[src/rtl/so_pkg.sv]
package so_pkg;

  typedef enum logic [1:0] {
    ST_IDLE  = 2'd0,
    ST_SHIFT = 2'd1,
    ST_STORE = 2'd2
  } ctlState_e;

  // Strobes from the control to the datapath
  typedef struct packed {
    logic load;   // capture packed image into the shifter
    logic shift;  // advance shifter by one bit
  } dpStrobe_t;

endpackage

[src/rtl/so_datapath.sv]
module so_datapath
  import so_pkg::*;
#(
  parameter int GROUPS      = 3,
  parameter int GROUP_W     = 8,
  parameter int DSL_W       = 2,
  parameter int NUM_PHY     = 4,
  parameter int PHY_W       = 3,
  parameter logic [GROUPS*GROUP_W-1:0] RESET_IMAGE = '0,
  localparam int IMG_W      = GROUPS * GROUP_W,
  localparam int OVR_W      = DSL_W + NUM_PHY * PHY_W,
  localparam int CFG_W      = GROUPS + 1 + OVR_W,
  localparam int CNT_W      = $clog2(IMG_W + 1)
) (
  input  logic                     clk,
  input  logic                     rstN,
  input  logic                     wrEn,
  input  logic [1:0]               wrAddr,
  input  logic [IMG_W-1:0]         wrData,
  input  logic [1:0]               rdAddr,
  output logic [IMG_W-1:0]         rdData,
  input  logic [DSL_W-1:0]         dslIn,
  input  logic [NUM_PHY*PHY_W-1:0] phyIn,
  input  dpStrobe_t                strb,
  input  logic                     busy,
  output logic                     trigger,
  output logic [CNT_W-1:0]         bitTotal,
  output logic                     cfgRising,
  output logic                     shData
);

  logic [IMG_W-1:0]  swImage;
  logic [GROUPS-1:0] cfgGroups;
  logic [OVR_W-1:0]  cfgOvrEn;
  logic [OVR_W-1:0]  ovrIn;
  logic [OVR_W-1:0]  ovrMasked;
  logic [OVR_W-1:0]  ovrPrev;
  logic [IMG_W-1:0]  merged;
  logic [IMG_W-1:0]  packImg;
  logic [IMG_W-1:0]  shReg;
  logic              imgWrite;
  logic              cfgWrite;

  assign imgWrite = wrEn && (wrAddr == 2'd0);
  assign cfgWrite = wrEn && (wrAddr == 2'd1);

  // register file
  always_ff @(posedge clk or negedge rstN) begin
    if (!rstN) begin
      swImage   <= RESET_IMAGE;
      cfgGroups <= '1;
      cfgRising <= 1'b0;
      cfgOvrEn  <= '0;
    end else begin
      if (imgWrite) swImage <= wrData;
      if (cfgWrite) {cfgOvrEn, cfgRising, cfgGroups} <= wrData[CFG_W-1:0];
    end
  end

  // hardware sources side by side: DSL in the low bits, PHYs above
  assign ovrIn     = {phyIn, dslIn};
  assign ovrMasked = ovrIn & cfgOvrEn;

  always_ff @(posedge clk or negedge rstN) begin
    if (!rstN) ovrPrev <= '0;
    else       ovrPrev <= ovrMasked;
  end

  assign trigger = imgWrite || (ovrMasked != ovrPrev);

  // per-bit merge; bits above the override span stay software-owned
  for (genvar b = 0; b < IMG_W; b++) begin : g_merge
    if (b < OVR_W) begin : g_ovr
      assign merged[b] = cfgOvrEn[b] ? ovrIn[b] : swImage[b];
    end else begin : g_sw
      assign merged[b] = swImage[b];
    end
  end

  // compact enabled groups, highest group at the top
  always_comb begin
    int slot;
    slot    = 0;
    packImg = '0;
    for (int g = GROUPS - 1; g >= 0; g--) begin
      if (cfgGroups[g]) begin
        packImg[IMG_W-1-slot*GROUP_W -: GROUP_W] = merged[g*GROUP_W +: GROUP_W];
        slot++;
      end
    end
    bitTotal = CNT_W'(slot * GROUP_W);
  end

  // output shifter, MSB leaves first
  always_ff @(posedge clk or negedge rstN) begin
    if (!rstN)           shReg <= '0;
    else if (strb.load)  shReg <= packImg;
    else if (strb.shift) shReg <= shReg << 1;
  end

  assign shData = shReg[IMG_W-1];

  // read mux
  always_comb begin
    case (rdAddr)
      2'd0:    rdData = swImage;
      2'd1:    rdData = IMG_W'({cfgOvrEn, cfgRising, cfgGroups});
      2'd2:    rdData = IMG_W'(busy);
      default: rdData = merged;
    endcase
  end

endmodule

[src/rtl/so_control.sv]
module so_control
  import so_pkg::*;
#(
  parameter int CLK_DIV = 4,
  parameter int CNT_W   = 5,
  localparam int DIV_W  = (CLK_DIV > 2) ? $clog2(CLK_DIV) : 1,
  localparam int HALF   = CLK_DIV / 2
) (
  input  logic             clk,
  input  logic             rstN,
  input  logic             trigger,
  input  logic [CNT_W-1:0] bitTotal,
  input  logic             cfgRising,
  output dpStrobe_t        strb,
  output logic             shClk,
  output logic             shStore,
  output logic             busy
);

  ctlState_e        state;
  logic [DIV_W-1:0] divCnt;
  logic [CNT_W-1:0] bitsLeft;
  logic             pending;
  logic             periodEnd;
  logic             clkActive;

  assign periodEnd = (divCnt == DIV_W'(CLK_DIV - 1));

  // request memory: one slot, refilled by any trigger
  always_ff @(posedge clk or negedge rstN) begin
    if (!rstN)                  pending <= 1'b0;
    else if (trigger)           pending <= 1'b1;
    else if (state == ST_IDLE)  pending <= 1'b0;
  end

  always_ff @(posedge clk or negedge rstN) begin
    if (!rstN) begin
      state    <= ST_IDLE;
      divCnt   <= '0;
      bitsLeft <= '0;
    end else begin
      case (state)
        ST_IDLE: begin
          if (pending && bitTotal != '0) begin
            state    <= ST_SHIFT;
            divCnt   <= '0;
            bitsLeft <= bitTotal;
          end
        end
        ST_SHIFT: begin
          if (periodEnd) begin
            divCnt <= '0;
            if (bitsLeft == CNT_W'(1)) state <= ST_STORE;
            else                       bitsLeft <= bitsLeft - CNT_W'(1);
          end else begin
            divCnt <= divCnt + DIV_W'(1);
          end
        end
        ST_STORE: begin
          if (periodEnd) begin
            divCnt <= '0;
            state  <= ST_IDLE;
          end else begin
            divCnt <= divCnt + DIV_W'(1);
          end
        end
        default: state <= ST_IDLE;
      endcase
    end
  end

  always_comb begin
    strb.load  = (state == ST_IDLE) && pending && (bitTotal != '0);
    strb.shift = (state == ST_SHIFT) && periodEnd;
  end

  assign clkActive = (state == ST_SHIFT) && (divCnt >= DIV_W'(HALF));
  assign shClk     = cfgRising ? clkActive : !clkActive;
  assign shStore   = (state == ST_STORE);
  assign busy      = (state != ST_IDLE);

endmodule

[src/rtl/shift_out_top.sv]
module shift_out_top
  import so_pkg::*;
#(
  parameter int CLK_DIV = 4,
  parameter logic [23:0] RESET_IMAGE = 24'h000000,
  localparam int GROUPS  = 3,
  localparam int GROUP_W = 8,
  localparam int DSL_W   = 2,
  localparam int NUM_PHY = 4,
  localparam int PHY_W   = 3,
  localparam int IMG_W   = GROUPS * GROUP_W,
  localparam int CNT_W   = $clog2(IMG_W + 1)
) (
  input  logic                     clk,
  input  logic                     rstN,
  input  logic                     wrEn,
  input  logic [1:0]               wrAddr,
  input  logic [IMG_W-1:0]         wrData,
  input  logic [1:0]               rdAddr,
  output logic [IMG_W-1:0]         rdData,
  input  logic [DSL_W-1:0]         dslIn,
  input  logic [NUM_PHY*PHY_W-1:0] phyIn,
  output logic                     shClk,
  output logic                     shData,
  output logic                     shStore,
  output logic                     busy
);

  dpStrobe_t        strb;
  logic             trigger;
  logic [CNT_W-1:0] bitTotal;
  logic             cfgRising;

  so_datapath #(
    .GROUPS(GROUPS), .GROUP_W(GROUP_W), .DSL_W(DSL_W),
    .NUM_PHY(NUM_PHY), .PHY_W(PHY_W), .RESET_IMAGE(RESET_IMAGE)
  ) u_dp (
    .clk(clk), .rstN(rstN),
    .wrEn(wrEn), .wrAddr(wrAddr), .wrData(wrData),
    .rdAddr(rdAddr), .rdData(rdData),
    .dslIn(dslIn), .phyIn(phyIn),
    .strb(strb), .busy(busy),
    .trigger(trigger), .bitTotal(bitTotal),
    .cfgRising(cfgRising), .shData(shData)
  );

  so_control #(.CLK_DIV(CLK_DIV), .CNT_W(CNT_W)) u_ctl (
    .clk(clk), .rstN(rstN),
    .trigger(trigger), .bitTotal(bitTotal), .cfgRising(cfgRising),
    .strb(strb), .shClk(shClk), .shStore(shStore), .busy(busy)
  );

endmodule

[config.mk]
export PLATFORM = sky130hd
export DESIGN_NAME = shift_out_top
export DESIGN_NICKNAME = d
export VERILOG_FILES = /design/src/rtl/so_pkg.sv /design/src/rtl/so_datapath.sv /design/src/rtl/so_control.sv /design/src/rtl/shift_out_top.sv
export SDC_FILE = /design/constraint.sdc
export NUM_CORES = 1
export LEC_CHECK = 0
export CAP_MARGIN = 20
export CORE_UTILIZATION = 50
export DETAILED_ROUTE_END_ITERATION = 10
export DONT_BUFFER_PORTS = 1
export PLACE_DENSITY = 0.73
export SKIP_CTS_REPAIR_TIMING = 1
export SLEW_MARGIN = 25
export SYNTH_ARGS = -nofsm -noshare
export SYNTH_HDL_FRONTEND = slang
export SYNTH_SLANG_ARGS = --single-unit
[constraint.sdc]
create_clock -name clk -period 6.2 [get_ports clk]
set_input_delay 0.62 -clock clk [delete_from_list [all_inputs] [get_ports clk]]
set_output_delay 0.62 -clock clk [all_outputs]
set_load 0.05 [all_outputs]
---- Yosys cells after proc, flatten, opt, wreduce, memory -nomap -nowiden ----
Cells that the tools add are included.
word-level totals
  bits in registers ....................... 90
  bits in latches ......................... 0
  memory bits (writable) .................. 0
  memory bits (read-only) ................. 0
  input port bits ......................... 45
  output and inout bits ................... 28
  logic and storage cells ................. 99
  memories kept ........................... 0
operators by class
  $add $sub $neg .......................... 8
  multiply operators ...................... 0
  divide/modulo/power cells ............... 0
  $lt $le $gt $ge ......................... 1
  eq/ne operators ......................... 13
  shift operators ......................... 4
  multiplexer cells ....................... 40
  bitwise gates (word level) .............. 1
  reduce and logical (&&, ||, !) cells .... 22
operators by type and width
  cell                                                                      number
  24-bit 2-to-1 mux                                                         4
  24-bit one-hot mux with 3 select lines                                    1
  32-bit negation with 33-bit output                                        2
  8-bit by 33-bit variable shift with 31-bit output (first input constant)  2
  8-bit by 33-bit variable part select with 31-bit output                   2
  24-bit bitwise mux                                                        2
  1-bit 2-to-1 mux                                                          18
  2-bit 2-to-1 mux                                                          8
  5-bit 2-to-1 mux                                                          3
  14-bit AND                                                                1
  14-bit != test                                                            1
  5-bit one-hot mux with 2 select lines                                     1
  2-bit nonzero test                                                        5
  8-bit 2-to-1 mux                                                          1
  2-bit by 1-bit != test with 1-bit output (second input constant)          4
  4-bit AND reduction                                                       2
  1-bit logical AND                                                         7
  2-bit by 1-bit equality test with 1-bit output (second input constant)    3
  2-bit equality test (second input constant)                               3
  2-bit logical NOT                                                         3
  2-bit one-hot mux with 3 select lines                                     1
  5-bit by 4-bit subtractor with 6-bit output (first input constant)        1
  5-bit by 5-bit subtractor with 6-bit output (first input constant)        1
  5-bit by 1-bit equality test with 1-bit output (second input constant)    1
  other kinds (12)                                                          12

---- Depth between registers and ports, before layout ----
Gate-level depths: netlist (run 1).
  depth after elaboration ................. 9
  depth in mapped cells ................... 9
  depth with buffers taken out ............ 6

---- Cells and area by module ----
From an unflattened synthesis (run 1), not the netlist that was laid out.
unflattened totals
  cells, all modules ...................... 477
  area, all modules ....................... 5034.8 um^2
by module, submodules not included
  module       times used  cells each  area each (um^2)  sequential area each (um^2)
  so_datapath  1           391         4279.1            2005.7
  so_control   1           86          755.7             250.2

---- Worst setup path before layout (run 1) ----
No wires, ideal clock.
  path type ............................... input to output
  start point ............................. input rdAddr[0]
  end point ............................... output rdData[14]
  arrival ................................. 2315 ps
  required time ........................... 5580 ps
  setup slack ............................. 3265 ps
  stages on the path ...................... 4
  path buffers ............................ 2
  path through ............................ clkbuf_1 buf_2 mux2i_1 o21ai_0
on the way
  word-level cells in the longest chain between the ends .. 2
  elaborated cells on any way between the ends .. 4
  those cells by class .................... eq/ne (2); mux (1); reduce/logical (1)
RTL lines
  what                                               RTL line             text
  start, declared                                    shift_out_top.sv:19  input logic [1:0] rdAddr,
  2-bit equality test, or another cell as far along  so_datapath.sv:105   case (rdAddr)
  24-bit one-hot mux with 3 select lines (*)         so_datapath.sv:105
  end, declared                                      shift_out_top.sv:20  output logic [IMG_W-1:0] rdData,
Every way passes the cells marked *; elsewhere a longest branch is shown, timed or not.

---- Worst setup path in the final report (run 1) ----
  start point ............................. register u_ctl.state[1]
  end point ............................... output shClk
on the way
  word-level cells in the longest chain between the ends .. 4
RTL lines
  what                                                RTL line             text
  start, declared                                     so_control.sv:20     ctlState_e state;
  start signal, assigned                              so_control.sv:38     state <= ST_IDLE;
  start signal, assigned                              so_control.sv:45     state <= ST_SHIFT;
  start signal, assigned                              so_control.sv:53     if (bitsLeft == CNT_W'(1)) state <= ST_STORE;
  2-bit by 1-bit equality test with 1-bit output (*)  so_control.sv:77     assign clkActive = (state == ST_SHIFT) && (divCnt >= DIV_W'(HALF));
  1-bit logical AND (*)                               so_control.sv:77
  1-bit logical NOT                                   so_control.sv:78     assign shClk = cfgRising ? clkActive : !clkActive;
  1-bit 2-to-1 mux (*)                                so_control.sv:78
  end, declared                                       shift_out_top.sv:23  output logic shClk,
Marked as above.

==> impl_metrics.xml, run 1 <==
<?xml version="1.0" encoding="UTF-8"?>
<metrics>
  <group name="status">
    <metric name="outcome" unit="">finished clean</metric>
  </group>
  <group name="floorplan">
    <metric name="floorplan.core_area" unit="mm2">0.00937</metric>
    <metric name="vertical_extent_of_the_die" unit="um">101</metric>
    <metric name="num_rows" unit="">35</metric>
    <metric name="chipWidth" unit="um">101</metric>
    <metric name="fp.dieArea" unit="mm2">0.0102</metric>
    <metric name="floorplan.io_pins" unit="">73</metric>
    <metric name="initial_utilization" unit="%">52.4</metric>
  </group>
  <group name="timing">
    <metric name="rsz0062_at_grt" unit="">false</metric>
    <metric name="final_min_period_over_clock_period" unit="%">49.6</metric>
    <metric name="worst_pin_slew" unit="ps">1130</metric>
    <metric name="worst_slack" unit="ps">3130</metric>
    <metric name="min_period" unit="ps">3070</metric>
    <metric name="worst_clock_skew" unit="ps">12.9</metric>
    <metric name="slew_violations" unit="">0</metric>
    <metric name="fmaxAchievable" unit="MHz">325</metric>
    <metric name="maxSlewHeadroom" unit="%">25.9</metric>
    <metric name="setup-tns-final" unit="ps">0</metric>
    <metric name="final_hold_viol_count" unit="">0</metric>
    <metric name="setup-violations-final" unit="">0</metric>
  </group>
  <group name="placed_design">
    <metric name="dp.final_hpwl" unit="mm">8.12</metric>
    <metric name="dpl-instance-area" unit="mm2">0.00498</metric>
    <metric name="port-buffer-count" unit="">0</metric>
    <metric name="place_congestion" unit="">0.905</metric>
    <metric name="placement.setup.worst_slack" unit="ps">3350</metric>
  </group>
  <group name="global_route">
    <metric name="grt_overflow_total" unit="">0</metric>
    <metric name="grt_max_degree" unit="">91</metric>
    <metric name="antenna_found_initial" unit="">0</metric>
    <metric name="grt_pass1_vias" unit="">3458</metric>
    <metric name="grtUsageTotal" unit="%">24.0</metric>
    <metric name="grt_pass1_wl" unit="mm">18.4</metric>
  </group>
  <group name="power_and_ir_drop">
    <metric name="vdd_ir_drop_max" unit="mV">0.151</metric>
    <metric name="cellLeakagePower" unit="nW">2.37</metric>
    <metric name="powerDensity" unit="mW/mm2">403</metric>
  </group>
  <group name="clock_network">
    <metric name="cts_inserted_buffers" unit="">9</metric>
    <metric name="cts_max_level" unit="">3</metric>
    <metric name="cts.clk_slew.worst_paths" unit="ps">100</metric>
    <metric name="clock_tree_from_tritoncts" unit="">built</metric>
    <metric name="tritoncts_num_sinks" unit="">90</metric>
    <metric name="clock_insertion_delay_worst_skew" unit="ps">370</metric>
    <metric name="ctsRootBufferMaster" unit="">clkbuf_8</metric>
    <metric name="clockBufferDepth" unit="">2</metric>
  </group>
  <group name="logic_synthesis">
    <metric name="synth_fp_nets" unit="">504</metric>
    <metric name="synth-edff-count" unit="">0</metric>
    <metric name="synth.top_cell.area_share" unit="%">44.4</metric>
    <metric name="ys_top_cells_by_area" unit="">dfrtp_1 (44%), mux2_1 (8.5%), mux2i_1 (8.2%)</metric>
    <metric name="post_synth_xor_area_fraction" unit="%">1.78</metric>
    <metric name="synth_seq_cells" unit="">90</metric>
    <metric name="yosysUniqueCellTypes" unit="">52</metric>
    <metric name="synth_top_family_by_area" unit="">multiplexers</metric>
    <metric name="avgSynthCellArea" unit="um2">11.0</metric>
    <metric name="synthFlopType" unit="">dfrtp_1</metric>
    <metric name="syn_inst" unit="">448</metric>
    <metric name="async_reset_ff_share" unit="%">100</metric>
    <metric name="synth_fa_ha_area_share" unit="%">2.80</metric>
    <metric name="synth.largest_area_cell" unit="">dfrtp_1</metric>
    <metric name="yosys.area_share.simple" unit="%">11.8</metric>
    <metric name="synth_warnings" unit="">0</metric>
    <metric name="synthMuxAreaShare" unit="%">19.9</metric>
    <metric name="synth.yosys.seq_area_share" unit="%">46.0</metric>
    <metric name="synth-compound-area-share" unit="%">14.3</metric>
    <metric name="synth.cell_area" unit="mm2">0.00491</metric>
  </group>
  <group name="setup_path">
    <metric name="timing_worst_setup_path_type" unit="">register to primary output</metric>
    <metric name="worstPathArrival" unit="ps">2450</metric>
    <metric name="timing.critical_path.fanout_max" unit="">22</metric>
    <metric name="crit_path_top_delay_cell" unit="">xor2_1</metric>
    <metric name="cp-end-kind" unit="">primary output</metric>
    <metric name="worst-endpoint-required" unit="ps">5580</metric>
    <metric name="worst_r2r_path_depth" unit="">7</metric>
    <metric name="crit_path_start_kind" unit="">register</metric>
    <metric name="max_stage_delay" unit="ps">830</metric>
    <metric name="crit_chain" unit="">inv_1 -&gt; ha_1 -&gt; o21ai_0 -&gt; xor2_1</metric>
  </group>
  <group name="flow_run">
    <metric name="cap_violations" unit="">0</metric>
  </group>
  <group name="route">
    <metric name="drt-pass1-iter-count" unit="">4</metric>
    <metric name="avgRoutedWirePerCell" unit="um">19.8</metric>
    <metric name="via_density_per_instance" unit="">6.06</metric>
    <metric name="initialDrtViolationCount" unit="">300</metric>
    <metric name="routed_wirelength" unit="mm">11.4</metric>
    <metric name="post-route-drc-count" unit="">0</metric>
    <metric name="drtAntennaViolNets" unit="">0</metric>
    <metric name="vias" unit="">3474</metric>
  </group>
  <group name="cells_and_area">
    <metric name="layout-drive-gt1-share" unit="%">10.1</metric>
    <metric name="finalInstanceArea" unit="mm2">0.00523</metric>
    <metric name="final_nets" unit="">495</metric>
    <metric name="syn_to_final_growth" unit="%">6.65</metric>
    <metric name="num_antenna_cells" unit="">0</metric>
  </group>
  <group name="hold_path">
    <metric name="worstHoldPathType" unit="">input port to asynchronous set/reset pin</metric>
  </group>
</metrics>
[report_power, final]
group	switching (mW)	leakage, nW	total (mW)	internal (mW)
combinational	0.514	1.17	0.808	0.295
sequential	0.144	1.11	0.887	0.743
clock	0.222	0.0990	0.414	0.192
[path summary, 6_finish.rpt]
path	to	slack, ps	start
worst min-delay path	u_dp.cfgGroups[1]$_DFFE_PN1P_	80	rstN
max in group asynchronous	u_ctl.bitsLeft[1]$_DFFE_PN0P_	5670	rstN
worst min register to register	u_dp.swImage[11]$_DFFE_PN0P_	520	u_dp.swImage[11]$_DFFE_PN0P_
min in group clk	u_dp.cfgOvrEn[6]$_DFFE_PN0P_	370	wrData[10]
worst max-delay path	shClk	3130	u_ctl.state[1]$_DFFE_PN0P_
worst max register to register	u_dp.shReg[7]$_DFFE_PN0P_	3560	u_dp.cfgGroups[2]$_DFFE_PN1P_
[layout make-up]
| cell class | instances | area [um2] |
|---|---|---|
| Fill cell | 834 | 4140 |
| Multi-Input combinational cell | 316 | 2490 |
| Sequential cell | 90 | 2260 |
| Tap cell | 129 | 161 |
| Clock buffer | 10 | 128 |
| Clock inverter | 6 | 75.1 |
| Inverter | 18 | 67.6 |
| Timing Repair Buffer | 4 | 53.8 |
[registers in the layout (all words and copies together), names as in the netlist]
register / count
u_dp.cfgOvrEn: 14
u_ctl.divCnt: 2
u_dp.shReg: 24
u_dp.swImage: 24
u_ctl.state: 2
u_dp.ovrPrev: 14
u_ctl.pending: 1
u_dp.cfgGroups: 3
u_ctl.bitsLeft: 5
u_dp.cfgRising: 1
[cell families after synthesis]
family          after synthesis
compound gates              106
xor+xnor                     10
mux                          90
flops                        90
simple gates                 99
buf+inv                      42
fa+ha+maj                    11
[metrics by stage]
stage	std cells	power, mW	utilization [%]	hold WS (ps)
floorplan	448	1.53	-	324
detailed placement	555	1.69	53.2	329
finish	573	2.11	55.8	80.8
CTS	571	2.11	55.3	-76.0
global route	573	2.25	55.8	57.5
global placement	555	1.66	53.2	329
[cell usage in the layout (no fill, tap or decap), types with 3 or more instances in the layout]
cell | synthesis | routed
nand3_1 | 5 | 5
a21oi_1 | 19 | 19
mux2_2 | 12 | 12
o32ai_1 | 6 | 6
and2_1 | 22 | 22
nor3_1 | 3 | 3
and3_1 | 17 | 17
dfstp_2 | 3 | 3
a22oi_1 | 8 | 8
a22o_1 | 7 | 7
inv_1 | 18 | 18
o22ai_1 | 21 | 20
dfrtp_1 | 87 | 87
ha_1 | 11 | 11
a211oi_1 | 12 | 12
o21ai_1 | 7 | 10
clkbuf_8 | 0 | 9
o21ai_0 | 16 | 13
nand2_2 | 2 | 3
mux2i_1 | 40 | 40
mux2_1 | 37 | 37
nor2_1 | 10 | 10
nand2_1 | 20 | 19
xnor2_1 | 8 | 8
[synthesized netlist by cell type, drive strengths merged, types with 6 or more instances]
| master | n |
|---|---|
| mux2 | 49 |
| a211oi | 12 |
| o21ai | 23 |
| and2 | 23 |
| dfrtp | 87 |
| a22o | 7 |
| inv | 18 |
| buf | 9 |
| and3 | 18 |
| o22ai | 21 |
| a21oi | 19 |
| clkbuf | 15 |
| nor2 | 11 |
| mux2i | 40 |
| xnor2 | 8 |
| a22oi | 8 |
| o32ai | 6 |
| nand2 | 22 |
| ha | 11 |
[worst max-delay path, delay by kind of cell (launching register included)]
kind                       cells  cell delay, ps
xor gates and xnor gates       1             830
adders and majority gates      1             560
DFF                            1             400
AOI/OAI and AO/OA              1             220
buffers and inverters          1              80
[routing by layer]
metal	global-route usage, %	wire [um]	vias to the layer above
met2	38.0	5460	103
li1	-	-	1621
met4	9.81	263	0
met1	31.9	4890	1725
met3	5.27	739	25
met5	0	0	-
(Power assumes the default switching activity.)
==> run 2: changes to the inputs <==
- PLACE_DENSITY: 0.73 -> 0.76
- clock period: 6.2 -> 2.6 ns (I/O delays scaled with it)
==> impl_metrics.xml, run 2 (synthesized netlist as in run 1, its figures left out) <==
<?xml version="1.0" encoding="UTF-8"?>
<metrics>
  <group name="timing">
    <metric name="rsz0062_at_grt" unit="">false</metric>
    <metric name="fmaxAchievable" unit="MHz">430</metric>
    <metric name="setup-violations-final" unit="">0</metric>
    <metric name="min_period" unit="ps">2330</metric>
    <metric name="final_hold_viol_count" unit="">0</metric>
    <metric name="final_min_period_over_clock_period" unit="%">89.5</metric>
    <metric name="maxSlewHeadroom" unit="%">57.2</metric>
    <metric name="worst_clock_skew" unit="ps">7.23</metric>
    <metric name="setup-tns-final" unit="ps">0</metric>
    <metric name="slew_violations" unit="">0</metric>
    <metric name="finalHoldWorstSlack" unit="ps">19.6</metric>
    <metric name="worst_pin_slew" unit="ps">624</metric>
    <metric name="worst_slack" unit="ps">273</metric>
  </group>
  <group name="setup_path">
    <metric name="cp-end-kind" unit="">register</metric>
    <metric name="worstPathArrival" unit="ps">2570</metric>
    <metric name="crit_path_start_kind" unit="">register</metric>
    <metric name="timing_worst_setup_path_type" unit="">register to register</metric>
    <metric name="worst-endpoint-required" unit="ps">2850</metric>
    <metric name="timing.critical_path.fanout_max" unit="">40</metric>
  </group>
  <group name="global_route">
    <metric name="grt_max_degree" unit="">91</metric>
    <metric name="grt_pass1_vias" unit="">3658</metric>
    <metric name="antenna_found_initial" unit="">0</metric>
    <metric name="grt_overflow_total" unit="">0</metric>
    <metric name="grtUsageTotal" unit="%">24.0</metric>
    <metric name="grt_pass1_wl" unit="mm">18.5</metric>
  </group>
  <group name="clock_network">
    <metric name="clock_insertion_delay_worst_skew" unit="ps">370</metric>
    <metric name="cts.clk_slew.worst_paths" unit="ps">90</metric>
    <metric name="clock_tree_from_tritoncts" unit="">built</metric>
    <metric name="cts_inserted_buffers" unit="">9</metric>
    <metric name="clockBufferDepth" unit="">2</metric>
    <metric name="ctsRootBufferMaster" unit="">clkbuf_8</metric>
    <metric name="cts_max_level" unit="">3</metric>
    <metric name="tritoncts_num_sinks" unit="">90</metric>
  </group>
  <group name="placed_design">
    <metric name="port-buffer-count" unit="">0</metric>
    <metric name="dp.final_hpwl" unit="mm">8.05</metric>
    <metric name="placement.setup.worst_slack" unit="ps">327</metric>
    <metric name="place_congestion" unit="">0.937</metric>
  </group>
  <group name="power_and_ir_drop">
    <metric name="pwr-share-seq" unit="%">40.8</metric>
    <metric name="p_clk_share" unit="%">19.8</metric>
    <metric name="vdd_ir_drop_max" unit="mV">0.457</metric>
    <metric name="comb_power_share" unit="%">39.4</metric>
    <metric name="p_sw" unit="mW">2.11</metric>
    <metric name="p_int" unit="mW">3.04</metric>
    <metric name="cellLeakagePower" unit="nW">2.46</metric>
    <metric name="powerDensity" unit="mW/mm2">962</metric>
    <metric name="sw_share" unit="%">40.9</metric>
  </group>
  <group name="cells_and_area">
    <metric name="reg.largest.list" unit="">u_dp.shReg x24, u_dp.swImage x24</metric>
    <metric name="final_cell_mix" unit="">dfrtp_1 (87), mux2i_1 (40), mux2_1 (37), and2_1 (22), o22ai_1 (21)</metric>
    <metric name="nFillCells" unit="">798</metric>
    <metric name="layout-drive-gt1-share" unit="%">13.0</metric>
    <metric name="mostFrequentLayoutCell" unit="">dfrtp_1</metric>
    <metric name="num_antenna_cells" unit="">0</metric>
    <metric name="syn_to_final_growth" unit="%">9.26</metric>
    <metric name="final_nets" unit="">512</metric>
  </group>
  <group name="floorplan">
    <metric name="vertical_extent_of_the_die" unit="um">101</metric>
    <metric name="chipWidth" unit="um">101</metric>
    <metric name="num_rows" unit="">35</metric>
    <metric name="fp.dieArea" unit="mm2">0.0102</metric>
    <metric name="floorplan.io_pins" unit="">73</metric>
    <metric name="initial_utilization" unit="%">52.4</metric>
    <metric name="floorplan.core_area" unit="mm2">0.00937</metric>
  </group>
  <group name="route">
    <metric name="drt-pass1-iter-count" unit="">5</metric>
    <metric name="via_density_per_instance" unit="">6.14</metric>
    <metric name="routed_wirelength" unit="mm">11.4</metric>
    <metric name="initialDrtViolationCount" unit="">277</metric>
    <metric name="avgRoutedWirePerCell" unit="um">19.3</metric>
    <metric name="post-route-drc-count" unit="">0</metric>
    <metric name="drtAntennaViolNets" unit="">0</metric>
    <metric name="vias" unit="">3620</metric>
  </group>
  <group name="status">
    <metric name="outcome" unit="">finished clean</metric>
  </group>
  <group name="flow_run">
    <metric name="cap_violations" unit="">0</metric>
  </group>
  <group name="hold_path">
    <metric name="worstHoldPathType" unit="">input port to register</metric>
  </group>
</metrics>
-- run 2: cell types whose count changed in the layout (fill, tap and decap cells not counted) --
cell,change
nand2_2,-1
dlygate4sd3_1,+1
buf_4,+17
nand2_1,+1
inv_8,-1
clkbuf_1,-1
o22ai_1,+1
o22ai_2,-1
clkinvlp_4,-1
clkbuf_8,+2
buf_6,-1
clkinv_2,+1
-- run 2: metal layers --
metal  share of wire [%]  up-vias  global-route usage [%]
met2                  47      151                    37.7
met5                   0        -                       0
met1                  43     1771                    30.5
met4                 3.3        0                    11.5
met3                 7.0       29                    6.80
li1                    -     1669                       -
-- run 2: stage by stage --
| stage | cells | util [%] | cell area, um2 | total power [mW] |
|---|---|---|---|---|
| 4_1_cts | 588 | 56.8 | 5320 | 5.13 |
| 5_1_grt | 590 | 57.2 | 5360 | 5.46 |
| 3_3_place_gp | 572 | 54.5 | 5110 | 4.02 |
| 6_report | 590 | 57.2 | 5360 | 5.16 |
| 3_5_place_dp | 572 | 54.5 | 5110 | 4.11 |
| 2_1_floorplan | 448 | - | 4910 | 3.66 |
-- run 2: final timing paths --
path | startpoint | to | slack, ps | depth (start not counted)
min | wrData[22] | u_dp.swImage[22]$_DFFE_PN0P_ | 20 | 1
min reg2reg | u_dp.swImage[13]$_DFFE_PN0P_ | u_dp.swImage[13]$_DFFE_PN0P_ | 520 | 1
max reg2reg | u_dp.cfgGroups[1]$_DFFE_PN1P_ | u_dp.shReg[18]$_DFFE_PN0P_ | 270 | 7
min in group asynchronous | rstN | u_ctl.state[1]$_DFFE_PN0P_ | 490 | 2
max in group asynchronous | rstN | u_dp.cfgGroups[1]$_DFFE_PN1P_ | 1750 | 2
max | u_dp.cfgGroups[1]$_DFFE_PN1P_ | u_dp.shReg[18]$_DFFE_PN0P_ | 270 | 7
-- run 2: worst max-delay path: stages (launching register included) --
cell and delay (ps):
dfstp_2 610, inv_1 80, ha_1 400, o311ai_1 480
nor2_2 80, buf_4 270, a211oi_1 240, a21oi_1 60
-- run 2: cell type report --
type	instances	area [um2]	share of cell area (%)
Clock buffer	11	151	2.82
Clock inverter	5	61.3	1.14
Inverter	18	67.6	1.26
Multi-Input combinational cell	316	2480	46.3
Sequential cell	90	2260	42.1
Tap cell	129	161	3.01
Timing Repair Buffer	21	180	3.36
-- run 2: power by group through the flow --
stage | Clock [mW] | Sequential [mW] | Combinational, mW
final | 1.02 | 2.10 | 2.03
after global routing | 1.09 | 2.15 | 2.22
after CTS | 1.04 | 2.10 | 1.99
after detailed placement | 0 | 2.12 | 1.98
after global placement | 0 | 2.11 | 1.92
after floorplan | 0 | 2.02 | 1.64
==> run 3: changes to the inputs <==
- MAX_ROUTING_LAYER: unset -> met4
==> impl_metrics.xml, run 3 (synthesized netlist as in run 1, its figures left out) <==
<?xml version="1.0" encoding="UTF-8"?>
<metrics>
  <group name="global_route">
    <metric name="grtUsageTotal" unit="%">24.8</metric>
    <metric name="antenna_found_initial" unit="">0</metric>
    <metric name="grt_pass1_vias" unit="">3659</metric>
    <metric name="grt_pass1_wl" unit="mm">18.6</metric>
    <metric name="grt_overflow_total" unit="">0</metric>
    <metric name="grt_max_degree" unit="">91</metric>
  </group>
  <group name="timing">
    <metric name="min_period" unit="ps">2320</metric>
    <metric name="slew_violations" unit="">0</metric>
    <metric name="worst_pin_slew" unit="ps">640</metric>
    <metric name="setup-violations-final" unit="">0</metric>
    <metric name="worst_clock_skew" unit="ps">12.5</metric>
    <metric name="fmaxAchievable" unit="MHz">432</metric>
    <metric name="final_hold_viol_count" unit="">0</metric>
    <metric name="maxSlewHeadroom" unit="%">56.1</metric>
    <metric name="rsz0062_at_grt" unit="">false</metric>
    <metric name="setup-tns-final" unit="ps">0</metric>
    <metric name="final_min_period_over_clock_period" unit="%">89.1</metric>
  </group>
  <group name="clock_network">
    <metric name="cts_inserted_buffers" unit="">9</metric>
    <metric name="tritoncts_num_sinks" unit="">90</metric>
    <metric name="clockBufferDepth" unit="">2</metric>
    <metric name="ctsRootBufferMaster" unit="">clkbuf_8</metric>
    <metric name="clock_tree_from_tritoncts" unit="">built</metric>
    <metric name="clock_insertion_delay_worst_skew" unit="ps">360</metric>
    <metric name="cts_max_level" unit="">3</metric>
    <metric name="cts.clk_slew.worst_paths" unit="ps">100</metric>
  </group>
  <group name="floorplan">
    <metric name="floorplan.core_area" unit="mm2">0.00937</metric>
    <metric name="floorplan.io_pins" unit="">73</metric>
    <metric name="chipWidth" unit="um">101</metric>
    <metric name="num_rows" unit="">35</metric>
    <metric name="vertical_extent_of_the_die" unit="um">101</metric>
    <metric name="initial_utilization" unit="%">52.4</metric>
    <metric name="fp.dieArea" unit="mm2">0.0102</metric>
  </group>
  <group name="power_and_ir_drop">
    <metric name="p_clk_share" unit="%">19.4</metric>
    <metric name="sw_share" unit="%">41.2</metric>
    <metric name="vdd_ir_drop_max" unit="mV">0.532</metric>
    <metric name="powerDensity" unit="mW/mm2">959</metric>
    <metric name="p_int" unit="mW">3.04</metric>
    <metric name="pwr-share-seq" unit="%">40.7</metric>
    <metric name="cellLeakagePower" unit="nW">2.47</metric>
    <metric name="p_sw" unit="mW">2.13</metric>
    <metric name="comb_power_share" unit="%">39.9</metric>
  </group>
  <group name="cells_and_area">
    <metric name="layout-drive-gt1-share" unit="%">13.1</metric>
    <metric name="final_util" unit="%">57.5</metric>
    <metric name="syn_to_final_growth" unit="%">9.77</metric>
    <metric name="final_nets" unit="">515</metric>
    <metric name="num_antenna_cells" unit="">0</metric>
    <metric name="reg.largest.list" unit="">u_dp.shReg x24, u_dp.swImage x24</metric>
    <metric name="finalInstanceArea" unit="mm2">0.00539</metric>
    <metric name="mostFrequentLayoutCell" unit="">dfrtp_1</metric>
    <metric name="final_cell_mix" unit="">dfrtp_1 (87), mux2i_1 (40), mux2_1 (37), and2_1 (22), o22ai_1 (21)</metric>
  </group>
  <group name="setup_path">
    <metric name="worstPathArrival" unit="ps">2060</metric>
    <metric name="timing.critical_path.fanout_max" unit="">22</metric>
    <metric name="cp-end-kind" unit="">primary output</metric>
    <metric name="worst-endpoint-required" unit="ps">2340</metric>
    <metric name="crit_path_start_kind" unit="">register</metric>
    <metric name="timing_worst_setup_path_type" unit="">register to primary output</metric>
  </group>
  <group name="route">
    <metric name="vias" unit="">3606</metric>
    <metric name="routed_wirelength" unit="mm">11.4</metric>
    <metric name="post-route-drc-count" unit="">0</metric>
    <metric name="avgRoutedWirePerCell" unit="um">19.2</metric>
    <metric name="via_density_per_instance" unit="">6.08</metric>
    <metric name="drt-pass1-iter-count" unit="">7</metric>
    <metric name="initialDrtViolationCount" unit="">282</metric>
    <metric name="drtAntennaViolNets" unit="">0</metric>
  </group>
  <group name="placed_design">
    <metric name="dp.final_hpwl" unit="mm">8.19</metric>
    <metric name="place_congestion" unit="">0.969</metric>
    <metric name="port-buffer-count" unit="">0</metric>
    <metric name="dpl-instance-area" unit="mm2">0.00512</metric>
  </group>
  <group name="hold_path">
    <metric name="worstHoldPathType" unit="">input port to register</metric>
  </group>
  <group name="status">
    <metric name="outcome" unit="">finished clean</metric>
  </group>
  <group name="flow_run">
    <metric name="cap_violations" unit="">0</metric>
  </group>
</metrics>
run 3: cell types whose count changed in the layout (fill, tap and decap cells not counted), sizes merged:
cell,before,now
clkinvlp,0,1
dlygate4sd3,1,3
clkinv,3,2
inv,19,20
buf,20,21
clkbuf,11,10
run 3: power groups by stage:
stage,logic [mW],registers (mW),clock network (mW)
4_1_cts,2.02,2.10,1.02
5_1_grt,2.25,2.15,1.07
3_3_place_gp,1.94,2.10,0
2_1_floorplan,1.64,2.02,0
3_5_place_dp,2.01,2.13,0
6_report,2.06,2.10,1.00
run 3: critical path, cell delays in order, from the launching register on:
cell and delay, ps:
dfrtp_1 410, inv_1 80, ha_1 570, o21ai_0 240, xor2_1 180, buf_4 210
run 3: final cells by class:
cell class / instances / area [um2]
Fill cell: 825 / 3990
Timing Repair Buffer: 24 / 208
Clock inverter: 6 / 72.6
Multi-Input combinational cell: 316 / 2480
Tap cell: 129 / 161
Inverter: 18 / 67.6
Sequential cell: 90 / 2260
Clock buffer: 10 / 138
run 3: final timing paths:
check | startpoint | to | slack [ps] | cells after the start
setup / recovery | u_ctl.state[1]$_DFFE_PN0P_ | shClk | 280 | 5
hold / removal | wrData[15] | u_dp.cfgOvrEn[11]$_DFFE_PN0P_ | 20 | 1
setup reg to reg | u_dp.cfgGroups[1]$_DFFE_PN1P_ | u_ctl.state[1]$_DFFE_PN0P_ | 300 | 6
hold reg to reg | u_dp.swImage[6]$_DFFE_PN0P_ | u_dp.swImage[6]$_DFFE_PN0P_ | 530 | 1
max in group asynchronous | rstN | u_dp.cfgGroups[1]$_DFFE_PN1P_ | 1720 | 2
min in group asynchronous | rstN | u_ctl.state[1]$_DFFE_PN0P_ | 480 | 2
run 3: per-stage QoR:
step                      instances  hold slack [ps]  setup WS [ps]  power [mW]
after floorplan                 448            -35.6            207        3.66
after global placement          573            -29.5            410        4.04
after detailed placement        573            -29.9            308        4.14
after CTS                       589             -426            245        5.14
after global routing            593             5.94            114        5.47
final                           593             21.1            284        5.17
run 3: layer usage:
layer / part of all wire, % / track usage [%] / up-vias
li1: - / - / 1676
met1: 43 / 31.9 / 1766
met2: 48 / 38.1 / 138
met3: 7.5 / 7.14 / 26
met4: 2.2 / 7.69 / 0
met5: 0 / - / -
